===== src/rtl/adc_seq_pkg.sv =====
package adc_seq_pkg;

    // Sequencer control states
    typedef enum logic [0:0] {
        ST_IDLE = 1'b0,
        ST_CONV = 1'b1
    } seq_state_t;

    // Core periods added to the resolution to form the conversion length
    localparam int unsigned CONV_EXTRA = 2;
    // Conversion length at the lowest resolution code
    localparam int unsigned BASE_LEN   = 8;
    // Margin between the conversion length and the longest legal lead
    localparam int unsigned LEAD_GAP   = 4;

endpackage


===== src/rtl/seq_cfg_check.sv =====
module seq_cfg_check
    import adc_seq_pkg::*;
#(
    parameter int unsigned RES_W  = 2,
    parameter int unsigned LEAD_W = 3,
    parameter int unsigned LEN_W  = 5
) (
    input  logic [RES_W-1:0]  res_code,
    input  logic [LEAD_W-1:0] lead_code,
    output logic [LEN_W-1:0]  conv_len,
    output logic [LEN_W-1:0]  lead_eff,
    output logic              pair_bad
);

    localparam logic [LEN_W-1:0] LEAD_CAP = LEN_W'(1 << LEAD_W);

    logic [LEN_W-1:0] lead_req;
    logic [LEN_W-1:0] lead_lim;

    always_comb begin
        // two core periods per resolution step
        conv_len = LEN_W'(BASE_LEN) + (LEN_W'(res_code) << 1);
        // longest lead that still fits into this conversion
        lead_lim = conv_len - LEN_W'(LEAD_GAP);
        if (lead_lim > LEAD_CAP) begin
            lead_lim = LEAD_CAP;
        end
        lead_req = LEN_W'(lead_code) + LEN_W'(1);
        pair_bad = (lead_req > lead_lim);
        lead_eff = pair_bad ? lead_lim : lead_req;
    end

endmodule


===== src/rtl/seq_clk_div.sv =====
module seq_clk_div #(
    parameter int unsigned DIV_W = 7
) (
    input  logic             clk,
    input  logic             rst_n,
    input  logic             clear,
    input  logic             run,
    input  logic [DIV_W-1:0] code,
    output logic             tick
);

    localparam int unsigned CNT_W = DIV_W + 1;

    logic [CNT_W-1:0] cnt_q;
    logic [DIV_W-1:0] half;
    logic [CNT_W-1:0] limit;

    always_comb begin
        // a zero code behaves like one
        half  = (code == '0) ? DIV_W'(1) : code;
        limit = {half, 1'b0} - CNT_W'(1);
        tick  = run && (cnt_q == limit);
    end

    always_ff @(posedge clk) begin
        if (!rst_n) begin
            cnt_q <= '0;
        end else if (clear || tick) begin
            cnt_q <= '0;
        end else if (run) begin
            cnt_q <= cnt_q + CNT_W'(1);
        end
    end

endmodule


===== src/rtl/seq_conv_count.sv =====
module seq_conv_count #(
    parameter int unsigned LEN_W = 5
) (
    input  logic             clk,
    input  logic             rst_n,
    input  logic             load,
    input  logic [LEN_W-1:0] len_in,
    input  logic [LEN_W-1:0] lead_in,
    input  logic             tick,
    output logic             last,
    output logic             early
);

    logic [LEN_W-1:0] rem_q;
    logic [LEN_W-1:0] lead_q;

    always_ff @(posedge clk) begin
        if (!rst_n) begin
            rem_q  <= '0;
            lead_q <= '0;
        end else if (load) begin
            rem_q  <= len_in;
            lead_q <= lead_in;
        end else if (tick && rem_q != '0) begin
            rem_q  <= rem_q - LEN_W'(1);
        end
    end

    always_comb begin
        last  = tick && (rem_q == LEN_W'(1));
        early = tick && (rem_q == lead_q + LEN_W'(1));
    end

endmodule


===== src/rtl/adc_core_sequencer.sv =====
module adc_core_sequencer
    import adc_seq_pkg::*;
#(
    parameter int unsigned DIV_W  = 7,
    parameter int unsigned RES_W  = 2,
    parameter int unsigned LEAD_W = 3
) (
    input  logic              clk,
    input  logic              rst_n,
    input  logic              start,
    input  logic [DIV_W-1:0]  div_code,
    input  logic [RES_W-1:0]  res_sel,
    input  logic [LEAD_W-1:0] lead_sel,
    output logic              core_tick,
    output logic              busy,
    output logic              early_irq,
    output logic              data_ready,
    output logic              cfg_err
);

    localparam int unsigned LEN_W = RES_W + 3;

    seq_state_t       state_q;
    seq_state_t       state_nx;
    logic             accept;
    logic [DIV_W-1:0] div_q;
    logic [LEN_W-1:0] len_w;
    logic [LEN_W-1:0] lead_w;
    logic             bad_w;
    logic             conv_last;
    logic             conv_early;
    logic             tick_w;
    logic             busy_q;
    logic             early_q;
    logic             ready_q;
    logic             err_q;

    seq_cfg_check #(
        .RES_W (RES_W),
        .LEAD_W(LEAD_W),
        .LEN_W (LEN_W)
    ) i_cfg (
        .res_code (res_sel),
        .lead_code(lead_sel),
        .conv_len (len_w),
        .lead_eff (lead_w),
        .pair_bad (bad_w)
    );

    seq_clk_div #(
        .DIV_W(DIV_W)
    ) i_div (
        .clk  (clk),
        .rst_n(rst_n),
        .clear(accept),
        .run  (state_q == ST_CONV),
        .code (div_q),
        .tick (tick_w)
    );

    seq_conv_count #(
        .LEN_W(LEN_W)
    ) i_cnt (
        .clk    (clk),
        .rst_n  (rst_n),
        .load   (accept),
        .len_in (len_w),
        .lead_in(lead_w),
        .tick   (tick_w),
        .last   (conv_last),
        .early  (conv_early)
    );

    assign accept = (state_q == ST_IDLE) && start;

    // next-state logic
    always_comb begin
        state_nx = state_q;
        unique case (state_q)
            ST_IDLE: if (start)     state_nx = ST_CONV;
            ST_CONV: if (conv_last) state_nx = ST_IDLE;
            default:                state_nx = ST_IDLE;
        endcase
    end

    // state register and sampled divider code
    always_ff @(posedge clk) begin
        if (!rst_n) begin
            state_q <= ST_IDLE;
            div_q   <= '0;
        end else begin
            state_q <= state_nx;
            if (accept) begin
                div_q <= div_code;
            end
        end
    end

    // registered outputs
    always_ff @(posedge clk) begin
        if (!rst_n) begin
            busy_q  <= 1'b0;
            early_q <= 1'b0;
            ready_q <= 1'b0;
            err_q   <= 1'b0;
        end else begin
            busy_q  <= (state_nx == ST_CONV);
            early_q <= conv_early;
            ready_q <= conv_last;
            if (accept) begin
                err_q <= bad_w;
            end
        end
    end

    assign core_tick  = tick_w;
    assign busy       = busy_q;
    assign early_irq  = early_q;
    assign data_ready = ready_q;
    assign cfg_err    = err_q;

endmodule


===== config.mk =====
export PLATFORM = sky130hd
export DESIGN_NAME = adc_core_sequencer
export DESIGN_NICKNAME = d
export VERILOG_FILES = /design/src/rtl/adc_seq_pkg.sv /design/src/rtl/seq_cfg_check.sv /design/src/rtl/seq_clk_div.sv /design/src/rtl/seq_conv_count.sv /design/src/rtl/adc_core_sequencer.sv
export SDC_FILE = /design/constraint.sdc
export NUM_CORES = 1
export LEC_CHECK = 0
export BUFFER_PORTS_ARGS = -buffer_cell sky130_fd_sc_hd__buf_2
export CELL_PAD_IN_SITES_DETAIL_PLACEMENT = 2
export CELL_PAD_IN_SITES_GLOBAL_PLACEMENT = 2
export CORE_MARGIN = 3
export CORE_UTILIZATION = 35
export CTS_CLUSTER_DIAMETER = 200
export DETAILED_ROUTE_END_ITERATION = 7
export HOLD_SLACK_MARGIN = 0.03
export PLACE_DENSITY_LB_ADDON = 0.1
export RECOVER_POWER = 50
export SLEW_MARGIN = 25
export SYNTH_ARGS = -nofsm -noshare
export SYNTH_HDL_FRONTEND = slang
export SYNTH_SLANG_ARGS = --single-unit

===== constraint.sdc =====
create_clock -name clk -period 3.4 [get_ports clk]
set_input_delay 0.68 -clock clk [delete_from_list [all_inputs] [get_ports clk]]
set_output_delay 0.68 -clock clk [all_outputs]
set_load 0.01 [all_outputs]

==> impl_metrics.py <==
metrics = {
    "floorplanning": {
        "die_height_um": 75.7,
        "die_x_um": 75.7,
        "start_util_pct": 37.7,
        "dieArea_um2": 5730,
        "core_area_um2": 4500,
        "rows": 24,
        "io_pins": 20,
    },
    "sta": {
        "setup-violations-final": 0,
        "report.final.slew_viol_count": 0,
        "tightestPinTransition_ns": 0.602,
        "maxSlewHeadroom_pct": 59.4,
        "period_needed_ns": 3.22,
        "report.final.hold_viol_count": 0,
        "fin_worst_skew_ns": 0.00462,
        "holdWs_ns": 0.489,
        "fmax_ghz": 0.310,
        "finalCritPeriodShare_pct": 94.8,
    },
    "power": {
        "swShare_pct": 30.2,
        "clkPwrFrac_pct": 29.3,
        "power.switching_w": 0.000223,
        "combinationalPowerShare_pct": 21.1,
        "p_per_area_nw_per_um2": 389,
        "p_leak_nw": 0.759,
        "ir_drop_mv": 0.168,
        "seqPwrFrac_pct": 49.6,
        "p_int_w": 0.000516,
    },
    "run_status": {
        "status": "complete, no violations",
    },
    "critical_path": {
        "r2r_cells": 9,
        "rr_endpoint": "i_cnt.rem_q[1]",
        "worst-path-max-fanout": 8,
        "start_kind": "register",
        "cp_top_family": "simple AND/OR/NAND/NOR gates",
        "slowest_stage": "or4_4",
        "worstSetupPathType": "reg2out",
        "worst_r2r_startpoint": "div_q[6]",
        "crit_buf_inv": 1,
        "cp-end-kind": "output pin",
        "cp.arrival_ns": 2.54,
        "path_cells": "nor3_2 -> a31oi_2 -> ha_2 -> xor2_1 -> nand3_1 -> or4_4 -> nor2_4 -> buf_2",
        "r2r_slack_ns": 0.53,
        "crit_required_ns": 2.72,
        "slowest_delay_ns": 0.55,
    },
    "yosys": {
        "avgSynthCellArea_um2": 8.76,
        "seq_area_frac_synth_pct": 33.0,
        "syn_area_um2": 1700,
        "synth_seq_cells": 28,
        "synth_ff_type": "dfxtp_1",
        "yosys_warnings": 0,
        "synth-edff-count": 0,
        "syn_nets": 219,
        "async_flop_share_pct": 0,
        "synth_cells": 194,
        "synth.distinct_cells": 45,
    },
    "final_layout": {
        "drive_gt1_share_pct": 16.3,
        "area_growth_pct": 11.8,
        "fin_util_pct": 42.2,
        "fillers": 526,
        "final_nets": 235,
        "num_antenna_cells": 0,
        "layout_common_cells": "dfxtp_1 (26), nand2_1 (25), xor2_1 (14), buf_2 (14), nor2_1 (13)",
        "final_common_cell": "dfxtp_1",
    },
    "worst_hold_path": {
        "hp-start": "cfg_err",
        "hp-class": "reg2reg",
        "min_to": "cfg_err",
        "min_delay_path_depth": 2,
    },
    "placed_design": {
        "io_buffers": 19,
        "gp_congestion": 0.810,
        "dpl.hpwl_mm": 3.51,
    },
    "clocking": {
        "cts_tree": "yes",
        "numClockSinks": 28,
        "cts_hold_buf": 0,
        "clk_pin_slew_ns": 0.10,
        "clk_path_buf_depth": 2,
        "cts_setup_buffers": 0,
        "cts_max_level": 1,
        "clock-root-buffer": "clkbuf_8",
        "cts_made_buffers": 3,
        "worstSkewPairLatency_ns": 0.28,
    },
    "job": {
        "maxCapViolCount": 0,
    },
    "global_route": {
        "grt.total_usage_pct": 18.5,
        "antenna_found_initial": 0,
        "grt_pass1_wl_mm": 8.04,
        "gr-total-overflow": 0,
        "grt_max_degree": 22,
        "grt_pass1_vias": 1617,
    },
    "detailed_routing": {
        "drt_iter0_drc": 53,
        "firstDrtPassIters": 4,
        "ant_nets": 0,
        "drc": 0,
        "wl_mm": 4.63,
        "via_per_inst": 5.55,
        "vias": 1448,
        "wl_per_cell_um": 17.7,
    },
}
-- sequential cells by signal, summed over array words and instances (netlist names) --
signal	count
i_cnt.rem_q	5
cfg_err	1
i_cnt.lead_q	4
data_ready	1
i_div.cnt_q	8
early_irq	1
div_q	7
busy	1
-- kinds of logic after synthesis --
kind of cell,Yosys count,synth area share (%)
AOI/OAI and AO/OA,37,16.3
xor gates and xnor gates,22,11.3
adders and majority gates,10,7.36
buffers and inverters,16,3.53
DFF,28,33.0
muxes,4,2.43
and+or+nand+nor,77,26.0
-- metrics by stage --
stage / setup WS, ns / instances / cell area [um2] / total power [W] / TNS, ns
floorplan: 0.782 / 194 / 1700 / 0.000480 / 0
global placement: 0.540 / 257 / 1830 / 0.000513 / 0
detailed placement: 0.374 / 257 / 1830 / 0.000526 / 0
CTS: 0.0445 / 261 / 1890 / 0.000747 / 0
global route: -0.00789 / 261 / 1900 / 0.000790 / -0.00789
finish: 0.176 / 261 / 1900 / 0.000739 / 0
-- routing by layer --
layer / wire length, um / up-vias / part of all wire [%] / GRT usage, %
met5: 0 / - / 0 / 0
met4: 15 / 0 / 0.32 / 3.30
li1: - / 712 / - / -
met3: 118 / 2 / 2.5 / 3.96
met1: 2050 / 715 / 44 / 22.3
met2: 2440 / 19 / 53 / 33.8
-- power by group through the flow --
stage	clock, W	sequential [W]	combinational (W)
floorplan	0	0.000364	0.000116
global placement	0	0.000372	0.000141
detailed placement	0	0.000374	0.000152
CTS	0.000227	0.000366	0.000155
global route	0.000241	0.000370	0.000179
finish	0.000216	0.000366	0.000156
-- Yosys cell counts (3+ instances only) --
cell | n | area share [%]
nor2b_1 | 4 | 1.5
dfxtp_1 | 28 | 33
nand2b_1 | 4 | 1.5
xnor2_1 | 8 | 4.1
nor3_1 | 4 | 1.2
o211ai_1 | 3 | 1.3
nand3_1 | 6 | 1.8
inv_1 | 7 | 1.5
a21boi_0 | 9 | 4.0
mux2i_1 | 3 | 1.8
xor2_1 | 14 | 7.2
and4_1 | 3 | 1.5
nand2_1 | 25 | 5.5
a21oi_1 | 5 | 1.5
clkbuf_1 | 9 | 2.0
nor2_1 | 13 | 2.9
nand4_1 | 3 | 1.1
o21ai_1 | 3 | 0.88
ha_1 | 10 | 7.4
-- repair_timing --
item / in CTS / in global routing
endpoints found under the hold margin: 0 / 0
setup endpoints to repair: 0 / 1
gates resized for setup: 0 / 5
-- how the worst max path moves through the flow --
stage / depth (start not counted) / end / startpoint / slack (ns)
floorplan: 7 / core_tick / div_q[4] / 0.78
global placement: 8 / core_tick / div_q[4] / 0.54
detailed placement: 9 / core_tick / div_q[4] / 0.37
CTS: 9 / core_tick / div_q[4] / 0.04
global route: 8 / core_tick / div_q[6] / -0.008
finish: 8 / core_tick / div_q[6] / 0.18
-- layout make-up --
class / instances / area, um2 / area share (%)
Clock buffer: 4 / 55.1 / 2.90
Inverter: 7 / 26.3 / 1.38
Multi-Input combinational cell: 150 / 1090 / 57.6
Sequential cell: 28 / 563 / 29.6
Tap cell: 52 / 65.1 / 3.43
Timing Repair Buffer: 20 / 96.3 / 5.07
-- worst register-to-register path, stage by stage, from the launching register on --
cell	delay (ns)
dfxtp_1	0.37
nor3_2	0.26
a31oi_2	0.15
ha_2	0.34
xor2_1	0.14
nand3_1	0.10
or4_4	0.55
nor3_1	0.39
mux2_2	0.39
o21ai_1	0.12
Note: power is estimated with default switching activity, not from simulation.
